[src/rtl/uart_regs_pkg.sv]
// Shared offsets, cause codes and widths for the serial port register unit.
// Assumes a byte-wide host bus and a 3-bit register offset.
package uart_regs_pkg;
    localparam int DW  = 8;
    localparam int AW  = 3;
    localparam int NML = 4;   // modem lines: bit0 cts, bit1 dsr, bit2 ri, bit3 dcd

    typedef enum logic [AW-1:0] {
        OFS_DATA  = 3'd0,
        OFS_IEN   = 3'd1,
        OFS_IID   = 3'd2,
        OFS_LCTL  = 3'd3,
        OFS_MCTL  = 3'd4,
        OFS_LSTAT = 3'd5,
        OFS_MSTAT = 3'd6,
        OFS_SPARE = 3'd7
    } reg_ofs_e;

    typedef enum logic [1:0] {
        CAUSE_MODEM = 2'b00,
        CAUSE_TXE   = 2'b01,
        CAUSE_RXD   = 2'b10,
        CAUSE_LINE  = 2'b11
    } cause_e;
endpackage

[src/rtl/uart_line_status.sv]
// Holding byte toward the framing engine, receive byte, and line status flags.
// Assumes rx error flags are only meaningful together with rx_valid.
module uart_line_status
    import uart_regs_pkg::*;
(
    input  logic          clk,
    input  logic          rst_n,
    input  logic          thr_wr,
    input  logic [DW-1:0] wdata,
    input  logic          rbr_rd,
    input  logic          lsr_rd,
    input  logic          rx_valid,
    input  logic [DW-1:0] rx_data,
    input  logic          rx_par_err,
    input  logic          rx_frm_err,
    input  logic          rx_brk,
    input  logic          tx_ready,
    input  logic          tx_idle,
    output logic          tx_valid,
    output logic [DW-1:0] tx_data,
    output logic [DW-1:0] rbr,
    output logic [DW-1:0] lsr,
    output logic          handoff
);
    logic          thr_full_q;
    logic [DW-1:0] thr_q;
    logic [DW-1:0] rbr_q;
    logic          dr_q;
    logic [3:0]    err_q;     // bit0 overrun, bit1 parity, bit2 framing, bit3 break
    logic          oe_set;
    logic [3:0]    err_new;

    assign handoff  = thr_full_q & tx_ready;
    assign tx_valid = thr_full_q;
    assign tx_data  = thr_q;
    assign rbr      = rbr_q;

    // Holding byte: loaded by the host, released when the engine takes it.
    always_ff @(posedge clk) begin
        if (!rst_n) begin
            thr_full_q <= 1'b0;
            thr_q      <= '0;
        end else if (thr_wr) begin
            thr_full_q <= 1'b1;
            thr_q      <= wdata;
        end else if (handoff) begin
            thr_full_q <= 1'b0;
        end
    end

    // New error events this cycle, all qualified by the receive pulse.
    always_comb begin
        oe_set  = rx_valid & dr_q & ~rbr_rd;
        err_new = {rx_valid & rx_brk, rx_valid & rx_frm_err, rx_valid & rx_par_err, oe_set};
    end

    // Receive byte, ready flag and sticky error flags.
    always_ff @(posedge clk) begin
        if (!rst_n) begin
            rbr_q <= '0;
            dr_q  <= 1'b0;
            err_q <= '0;
        end else begin
            if (rx_valid) begin
                rbr_q <= rx_data;
                dr_q  <= 1'b1;
            end else if (rbr_rd) begin
                dr_q  <= 1'b0;
            end
            err_q <= (lsr_rd ? 4'b0000 : err_q) | err_new;
        end
    end

    // Status byte view.
    assign lsr = {1'b0, ~thr_full_q & tx_idle, ~thr_full_q, err_q, dr_q};

    AST_OVERRUN: assert property (@(posedge clk) disable iff (!rst_n)
        (rx_valid && dr_q && !rbr_rd) |=> lsr[1]);
    AST_TX_HOLD: assert property (@(posedge clk) disable iff (!rst_n)
        (thr_full_q && !tx_ready && !thr_wr) |=> (tx_valid && $stable(tx_data)));
endmodule

[src/rtl/uart_modem_ctrl.sv]
// Modem output drive, loopback routing and modem status with change flags.
// Assumes external modem inputs are already synchronised to clk.
module uart_modem_ctrl
    import uart_regs_pkg::*;
(
    input  logic           clk,
    input  logic           rst_n,
    input  logic [4:0]     mcr,
    input  logic           msr_rd,
    input  logic [NML-1:0] ext_lines,   // bit0 cts, bit1 dsr, bit2 ri, bit3 dcd
    output logic           dtr,
    output logic           rts,
    output logic           out1,
    output logic           out2,
    output logic [DW-1:0]  msr
);
    logic           loop;
    logic [NML-1:0] lvl_now;
    logic [NML-1:0] lvl_q;
    logic [NML-1:0] delta_q;

    assign loop = mcr[4];

    // Pick the level source: external pins or internal loopback.
    always_comb begin
        if (loop) lvl_now = {mcr[3], mcr[2], mcr[0], mcr[1]};
        else      lvl_now = ext_lines;
    end

    // Sample levels and accumulate change flags until status is read.
    always_ff @(posedge clk) begin
        if (!rst_n) begin
            lvl_q   <= lvl_now;
            delta_q <= '0;
        end else begin
            lvl_q   <= lvl_now;
            delta_q <= (msr_rd ? {NML{1'b0}} : delta_q) | (lvl_now ^ lvl_q);
        end
    end

    // Outputs are forced inactive while looped back.
    assign {out2, out1, rts, dtr} = loop ? 4'b0000 : mcr[3:0];
    assign msr = {lvl_q, delta_q};

    AST_DELTA_SET: assert property (@(posedge clk) disable iff (!rst_n)
        (lvl_now[0] != lvl_q[0]) |=> delta_q[0]);
    AST_DELTA_CLEAR: assert property (@(posedge clk) disable iff (!rst_n)
        (msr_rd && (lvl_now == lvl_q)) |=> (delta_q == '0));
endmodule

[src/rtl/uart_irq_ctrl.sv]
// Interrupt cause priority, identification byte and gated interrupt line.
// Assumes cause inputs are registered state from the sibling modules.
module uart_irq_ctrl
    import uart_regs_pkg::*;
(
    input  logic          clk,
    input  logic          rst_n,
    input  logic [3:0]    ier,
    input  logic          line_err,
    input  logic          rx_ready,
    input  logic          modem_chg,
    input  logic          handoff,
    input  logic          thr_wr,
    input  logic          iir_rd,
    input  logic          gate,
    output logic [DW-1:0] iir,
    output logic          irq
);
    logic   thre_q;
    logic   pending;
    cause_e cause;
    logic   thre_clr;

    // Prioritise enabled causes: line error, data, transmit empty, modem.
    always_comb begin
        pending = 1'b1;
        cause   = CAUSE_MODEM;
        if (ier[2] && line_err)      cause = CAUSE_LINE;
        else if (ier[0] && rx_ready) cause = CAUSE_RXD;
        else if (ier[1] && thre_q)   cause = CAUSE_TXE;
        else if (ier[3] && modem_chg) cause = CAUSE_MODEM;
        else                          pending = 1'b0;
    end

    assign thre_clr = iir_rd && pending && (cause == CAUSE_TXE);

    // Transmit-empty event: set on handoff, cleared by write or by reporting read.
    always_ff @(posedge clk) begin
        if (!rst_n)        thre_q <= 1'b0;
        else if (thr_wr)   thre_q <= 1'b0;
        else if (handoff)  thre_q <= 1'b1;
        else if (thre_clr) thre_q <= 1'b0;
    end

    assign iir = {5'b00000, cause, ~pending};
    assign irq = gate & pending;

    AST_THRE_CLR: assert property (@(posedge clk) disable iff (!rst_n)
        (thre_clr && !handoff) |=> !thre_q);
endmodule

[src/rtl/uart_regs_top.sv]
// Host register file of a PC-style serial port: decode, control registers,
// divisor, read mux. Assumes rd_en and wr_en are never high together.
module uart_regs_top
    import uart_regs_pkg::*;
(
    input  logic          clk,
    input  logic          rst_n,
    input  logic [2:0]    addr,
    input  logic          wr_en,
    input  logic          rd_en,
    input  logic [7:0]    wdata,
    output logic [7:0]    rdata,
    output logic          irq_o,
    output logic [7:0]    tx_data_o,
    output logic          tx_valid_o,
    input  logic          tx_ready_i,
    input  logic          tx_idle_i,
    input  logic [7:0]    rx_data_i,
    input  logic          rx_valid_i,
    input  logic          rx_par_err_i,
    input  logic          rx_frm_err_i,
    input  logic          rx_brk_i,
    output logic [6:0]    line_ctrl_o,
    output logic [15:0]   divisor_o,
    output logic          loopback_o,
    input  logic          cts_i,
    input  logic          dsr_i,
    input  logic          ri_i,
    input  logic          dcd_i,
    output logic          dtr_o,
    output logic          rts_o,
    output logic          out1_o,
    output logic          out2_o
);
    reg_ofs_e      ofs;
    logic          dlab;
    logic [DW-1:0] lcr_q, dll_q, dlm_q;
    logic [3:0]    ier_q;
    logic [4:0]    mcr_q;
    logic          thr_wr, dll_wr, dlm_wr, ier_wr, lcr_wr, mcr_wr;
    logic          rbr_rd, iir_rd, lsr_rd, msr_rd;
    logic [DW-1:0] rbr, lsr, msr, iir;
    logic          handoff;

    assign ofs  = reg_ofs_e'(addr);
    assign dlab = lcr_q[7];

    // Decode strobes, with the bank bit remapping offsets 0 and 1.
    always_comb begin
        thr_wr = wr_en && (ofs == OFS_DATA) && !dlab;
        dll_wr = wr_en && (ofs == OFS_DATA) &&  dlab;
        ier_wr = wr_en && (ofs == OFS_IEN)  && !dlab;
        dlm_wr = wr_en && (ofs == OFS_IEN)  &&  dlab;
        lcr_wr = wr_en && (ofs == OFS_LCTL);
        mcr_wr = wr_en && (ofs == OFS_MCTL);
        rbr_rd = rd_en && (ofs == OFS_DATA) && !dlab;
        iir_rd = rd_en && (ofs == OFS_IID);
        lsr_rd = rd_en && (ofs == OFS_LSTAT);
        msr_rd = rd_en && (ofs == OFS_MSTAT);
    end

    // Control registers and divisor latches.
    always_ff @(posedge clk) begin
        if (!rst_n) begin
            lcr_q <= '0;
            ier_q <= '0;
            mcr_q <= '0;
            dll_q <= '0;
            dlm_q <= '0;
        end else begin
            if (lcr_wr) lcr_q <= wdata;
            if (ier_wr) ier_q <= wdata[3:0];
            if (mcr_wr) mcr_q <= wdata[4:0];
            if (dll_wr) dll_q <= wdata;
            if (dlm_wr) dlm_q <= wdata;
        end
    end

    uart_line_status u_line (
        .clk(clk), .rst_n(rst_n), .thr_wr(thr_wr), .wdata(wdata),
        .rbr_rd(rbr_rd), .lsr_rd(lsr_rd), .rx_valid(rx_valid_i), .rx_data(rx_data_i),
        .rx_par_err(rx_par_err_i), .rx_frm_err(rx_frm_err_i), .rx_brk(rx_brk_i),
        .tx_ready(tx_ready_i), .tx_idle(tx_idle_i), .tx_valid(tx_valid_o),
        .tx_data(tx_data_o), .rbr(rbr), .lsr(lsr), .handoff(handoff)
    );

    uart_modem_ctrl u_modem (
        .clk(clk), .rst_n(rst_n), .mcr(mcr_q), .msr_rd(msr_rd),
        .ext_lines({dcd_i, ri_i, dsr_i, cts_i}),
        .dtr(dtr_o), .rts(rts_o), .out1(out1_o), .out2(out2_o), .msr(msr)
    );

    uart_irq_ctrl u_irq (
        .clk(clk), .rst_n(rst_n), .ier(ier_q), .line_err(|lsr[4:1]),
        .rx_ready(lsr[0]), .modem_chg(|msr[3:0]), .handoff(handoff),
        .thr_wr(thr_wr), .iir_rd(iir_rd), .gate(mcr_q[3]), .iir(iir), .irq(irq_o)
    );

    // Read data mux.
    always_comb begin
        case (ofs)
            OFS_DATA:  rdata = dlab ? dll_q : rbr;
            OFS_IEN:   rdata = dlab ? dlm_q : {4'b0000, ier_q};
            OFS_IID:   rdata = iir;
            OFS_LCTL:  rdata = lcr_q;
            OFS_MCTL:  rdata = {3'b000, mcr_q};
            OFS_LSTAT: rdata = lsr;
            OFS_MSTAT: rdata = msr;
            default:   rdata = '0;
        endcase
    end

    assign line_ctrl_o = lcr_q[6:0];
    assign divisor_o   = {dlm_q, dll_q};
    assign loopback_o  = mcr_q[4];

    AST_DIV_HOLD: assert property (@(posedge clk) disable iff (!rst_n)
        !(wr_en && dlab && (addr[2:1] == 2'b00)) |=> $stable(divisor_o));
    AST_IER_HOLD: assert property (@(posedge clk) disable iff (!rst_n)
        !ier_wr |=> $stable(ier_q));
endmodule

[config.mk]
export PLATFORM = sky130hd
export DESIGN_NAME = uart_regs_top
export DESIGN_NICKNAME = d
export VERILOG_FILES = /design/src/rtl/uart_regs_pkg.sv /design/src/rtl/uart_line_status.sv /design/src/rtl/uart_modem_ctrl.sv /design/src/rtl/uart_irq_ctrl.sv /design/src/rtl/uart_regs_top.sv
export SDC_FILE = /design/constraint.sdc
export NUM_CORES = 1
export LEC_CHECK = 0
export ABC_AREA = 1
export BUFFER_PORTS_ARGS = -buffer_cell sky130_fd_sc_hd__buf_2
export CORE_MARGIN = 4
export CORE_UTILIZATION = 52
export CTS_BUF_LIST = sky130_fd_sc_hd__clkbuf_4 sky130_fd_sc_hd__clkbuf_8 sky130_fd_sc_hd__clkbuf_16
export DETAILED_ROUTE_END_ITERATION = 6
export PLACE_DENSITY = 0.78
export SYNTH_ARGS = -nofsm -noshare
export SYNTH_HDL_FRONTEND = slang
export SYNTH_SLANG_ARGS = --single-unit
[constraint.sdc]
create_clock -name clk -period 1.3 [get_ports clk]
set_clock_uncertainty 0.1 [all_clocks]
set_input_delay 0.065 -clock clk [delete_from_list [all_inputs] [get_ports clk]]
set_output_delay 0.065 -clock clk [all_outputs]
set_load 0.05 [all_outputs]
After elaboration in Yosys (flattened, before gate mapping):

Index checks and enable logic that the tools add are counted.

* eq/ne operators: 7
* muxes and demuxes: 20
* bitwise operators: 15
* reductions and logical operators: 27

Operators by type and width (count)
* $pmux 8 s7: 1
* $logic_and 1x1->1: 19
* $mux 4: 4
* $mux 8: 2
* $mux 1: 11
* $eq 3x3->1 const B: 3
* $and 1x1->1: 8
* $or 4x4->4: 2
* $reduce_or 4->1: 2
* $eq 3x2->1 const B: 2
* $reduce_bool 2->1: 3
* $mux 2: 2
* $not 1->1: 4
* $xor 4x4->4: 1
* $eq 3x1->1 const B: 1
* $logic_not 3->1: 1
* $eq 2x1->1 const B: 1
* $reduce_or 2->1: 1
* $logic_not 1->1: 1

* bits in registers: 64
* output and inout bits: 46
* word-level logic and storage cells: 82

Logic depth before layout (Yosys ltp):

* word-level depth: 10
* gate-level depth with buffers: 7

Hierarchy:

A second synthesis with hierarchy kept.

* cell total of the unflattened synthesis: 538
* area, all modules: 3447.1 µm²

Modules (own cells, without submodules)
* uart_regs_top: times used 1, cells an instance 340, area an instance 2042.0 µm²
* uart_line_status: times used 1, cells an instance 102, area an instance 798.3 µm²
* uart_modem_ctrl: times used 1, cells an instance 71, area an instance 454.2 µm²
* uart_irq_ctrl: times used 1, cells an instance 25, area an instance 152.6 µm²

Worst setup path before layout:

Ideal clock, no wire load.

* path type: flip-flop to output port
* from: register dlm_q[7]
* to: output rdata[7]
* arrival time: 1.458 ns
* data required time: 1.135 ns
* slack: -0.323 ns
* stages on the path, launching flop included: 5
* path through: dfxtp_1 inv_1 o21ai_0 o21ai_1 o21ai_0

* word-level cells in the longest chain between the ends: 2

RTL lines
* from (decl): RTL line uart_regs_top.sv:37 `logic [DW-1:0] lcr_q, dll_q, dlm_q;`
* from (signal assigned): RTL line uart_regs_top.sv:75 `if (dlm_wr) dlm_q <= wdata;`
* $mux 8: RTL line uart_regs_top.sv:103 `OFS_IEN: rdata = dlab ? dlm_q : {4'b0000, ier_q};`
* $pmux 8 s7: RTL line uart_regs_top.sv:101 `case (ofs)`
* to (decl): RTL line uart_regs_top.sv:12 `output logic [7:0] rdata,`

Every way passes these cells.

Worst setup path after layout:

* from: register lcr_q[7]
* to: output rdata[0]

* word-level cells in the longest chain between the ends: 2
* elaborated cells between the ends (all ways): 3

RTL lines
* from (decl): RTL line uart_regs_top.sv:37
* from (signal assigned): RTL line uart_regs_top.sv:71 `if (lcr_wr) lcr_q <= wdata;`
* $mux 8, on equally long branches: RTL line uart_regs_top.sv:103, uart_regs_top.sv:102
* $pmux 8 s7 (*): RTL line uart_regs_top.sv:101

Every way passes the cells marked *; elsewhere a longest branch is shown, timed or not.

==> results.toml <==
[worst_setup_path]
cp_cell_sequence = "buf_6, nand2_2, a21oi_2, nor3_2, nand3b_1, buf_6"
endpoint_kind = "output port"
crit_path_start_kind = "register"
crit_path_frequent_cell = "buf_6"
critPathKind = "reg2out"
cp.arrival_ns = 1.50
required_ns = 1.13
crit_path_max_fanout = 6
slowest_stage = "dfxtp_4"
crit_path_max_incr_delay_ns = 0.43

[sta]
worst_pin_slew_ns = 0.3976
slew_headroom_pct = 73.21
fin_crit_sh_pct = 128.0
layout_setup_ws_ns = -0.3635
clock.fmax_mhz = 601.2
slew_violations = 0
timing.hold.ws_ns = -0.02511
setup_viol = 9
fin_crit_ns = 1.663
rsz0062_at_grt = "yes"
hold_viol = 1

[global_routing]
antenna_found_initial = 0
globalRouteTotalUtil_pct = 26.57
grt-ovfl-total = 0
grt_pass1_vias = 3176
grt_max_degree = 21
grt_pass1_wl_um = 14910

[place]
dp_hpwl_um = 6336
portBuffers = 78
preCtsSetupSlack_ns = -0.04667
place.gp.congestion = 1.008
placed_cells = 561

[final_layout]
final_common_cell = "buf_2"
area_delta_synth_final_pct = 49.03
fin_cells = 609
layout-drive-gt1-share_pct = 40.60
nets = 566
n_antenna_cell = 0
mostFrequentLayoutCells = "buf_2 (64), nand2_1 (58), dfxtp_1 (51)"

[yosys]
yosysSeqAreaShare_pct = 43.03
syn_avg_cell_area_um2 = 7.408
syn_area_um2 = 2978
async_flop_share_pct = 0
yosysUniqueCellTypes = 36
synth_edf_count = 0
synth_ff_type = "dfxtp_1"
yosys_warnings = 0
synth.net_count = 435
synthCells = 402
ys_ff_latch = 64

[hold_path]
hp-class = "in2reg"

[power]
peakVddDrop_mv = 0.8741
total_power_uw = 4540
p_leak_uw = 0.002000
p_switching_uw = 1339
p_int_uw = 3201
p_comb_share_pct = 19.5
p_per_area_nw_per_um2 = 1023
seqPwrFrac_pct = 46.2
pwr-share-clk_pct = 34.3
switching_share_pct = 29.49

[clock_network]
cts.clk_slew.worst_paths_ns = 0.07
htreeDepth = 3
worstSkewPairLatency_ns = 0.35
cts_buffers = 9
clk_path_buf_depth = 2
cts_tree = "yes"
clock-sinks = 64
cts_root_buf = "clkbuf_8"

[floorplan]
std_cell_rows = 27
die_area_um2 = 7002
initial_core_util_pct = 53.75
core_area_um2 = 5540
die_h_um = 83.68
io_pins = 79
die_w_um = 83.68

[drt]
detail-route-antenna-nets = 0
drc = 0
viasPerCell = 5.452
drt_iter0_drc = 281
dr.pass1.iters = 5
finalWirelength_um = 9707
wl_per_cell_um = 15.94
vias = 3320

[flow_run]
max_cap_violations = 0

[outcome]
status = "complete, but fails checks"
violations = "hold timing, setup timing"
==> critical path: cells and delay by family, from the launching register on <==
family	cells	cell delay, ns
compound gates	1	0.16
buf+inv	2	0.32
flops	1	0.43
simple gates	3	0.22
==> per-stage QoR <==
stage | instance area [um2] | utilization, % | hold slack [ns] | setup TNS [ns]
after global routing | 4438 | 80.10 | 0.01641 | -3.409
after floorplan | 3074 | - | 0.09990 | -0.2059
final | 4438 | 80.10 | -0.02511 | -2.698
after detailed placement | 3618 | 65.31 | 0.1931 | -0.2212
after global placement | 3618 | 65.31 | 0.1855 | -0.1602
after CTS | 4253 | 76.76 | 0.005305 | -2.737
==> synth_stat cells (2+ instances only) <==
cell	number	share of area, %
nand2_4	4	1.5
clkbuf_1	5	0.63
xor2_1	3	0.88
o22ai_1	6	1.3
nor2_1	51	6.4
buf_2	2	0.34
o21ai_0	39	6.6
nand2_2	2	0.42
inv_1	32	4.0
buf_6	3	1.1
o211ai_1	2	0.50
o21ai_2	4	1.2
o21ai_1	13	2.2
a21oi_1	49	8.2
buf_4	7	1.8
dfxtp_1	64	43
nand2_1	70	8.8
inv_2	7	0.88
a21oi_2	3	0.88
nand3_4	3	1.8
clkinv_1	2	0.25
nand3_1	17	2.9
==> path summary, 6_finish.rpt <==
kind	from	end	slack, ns	cells after the start
worst min register to register	dll_q[0]	dll_q[0]	0.37	2
worst max register to register	lcr_q[7]	ier_q[0]	0.01	7
worst min-delay path	rx_valid_i	u_line.err_q[3]	-0.03	3
worst max-delay path	lcr_q[7]	rdata[0]	-0.36	6
==> timing repair <==
item	in CTS	in global routing
gates resized for setup	53	56
hold buffers	29	0
buffers inserted	2	1
endpoints found under the hold margin	47	0
pin swaps	11	19
gates cloned	1	2
endpoints found under the setup margin	13	54
==> power by group through the flow <==
| stage | registers [uW] | clock network, uW | logic [uW] |
|---|---|---|---|
| after floorplan | 2160 | 0 | 417 |
| after global placement | 2130 | 0 | 677 |
| after detailed placement | 2130 | 0 | 687 |
| after CTS | 2090 | 1560 | 811 |
| after global routing | 2100 | 1640 | 946 |
| final | 2100 | 1560 | 887 |
==> cells by family after synthesis <==
logic type	count (synthesis)	share of synthesized area, %
compound gates	118	21.34
xor+xnor	4	1.177
buf+inv	61	10.04
flops	64	43.03
simple gates	155	24.41
==> layer usage <==
layer | vias to the layer above | share of wire (%) | GRT usage, %
met2 | 177 | 48 | 45.05
met1 | 1515 | 39 | 33.11
li1 | 1590 | - | -
met3 | 38 | 8.2 | 4.344
met4 | 0 | 4.1 | 11.70
met5 | - | 0 | 0
==> area by class of cell <==
type,instances,area [um2]
inverter,42,187.7
clock inverter,1,5.005
timing repair buffer,136,1039
multi-input combinational,279,1638
clock buffer,14,167.7
fill,360,1102
sequential,64,1305
tap,72,90.09
timing repair inverter,1,6.256
==> state kept, by name (all words and copies together), names as in the netlist <==
name and flops:
u_line.rbr 8, u_irq.thre_q 1, u_line.tx_data 8, dll_q 8
mcr_q 5, u_line.tx_valid 1, dlm_q 8, u_modem.lvl_q 4
u_modem.delta_q 4, ier_q 4, u_line.err_q 4, lcr_q 8
u_line.dr_q 1
No activity file was read; power rests on OpenSTA's default activity.
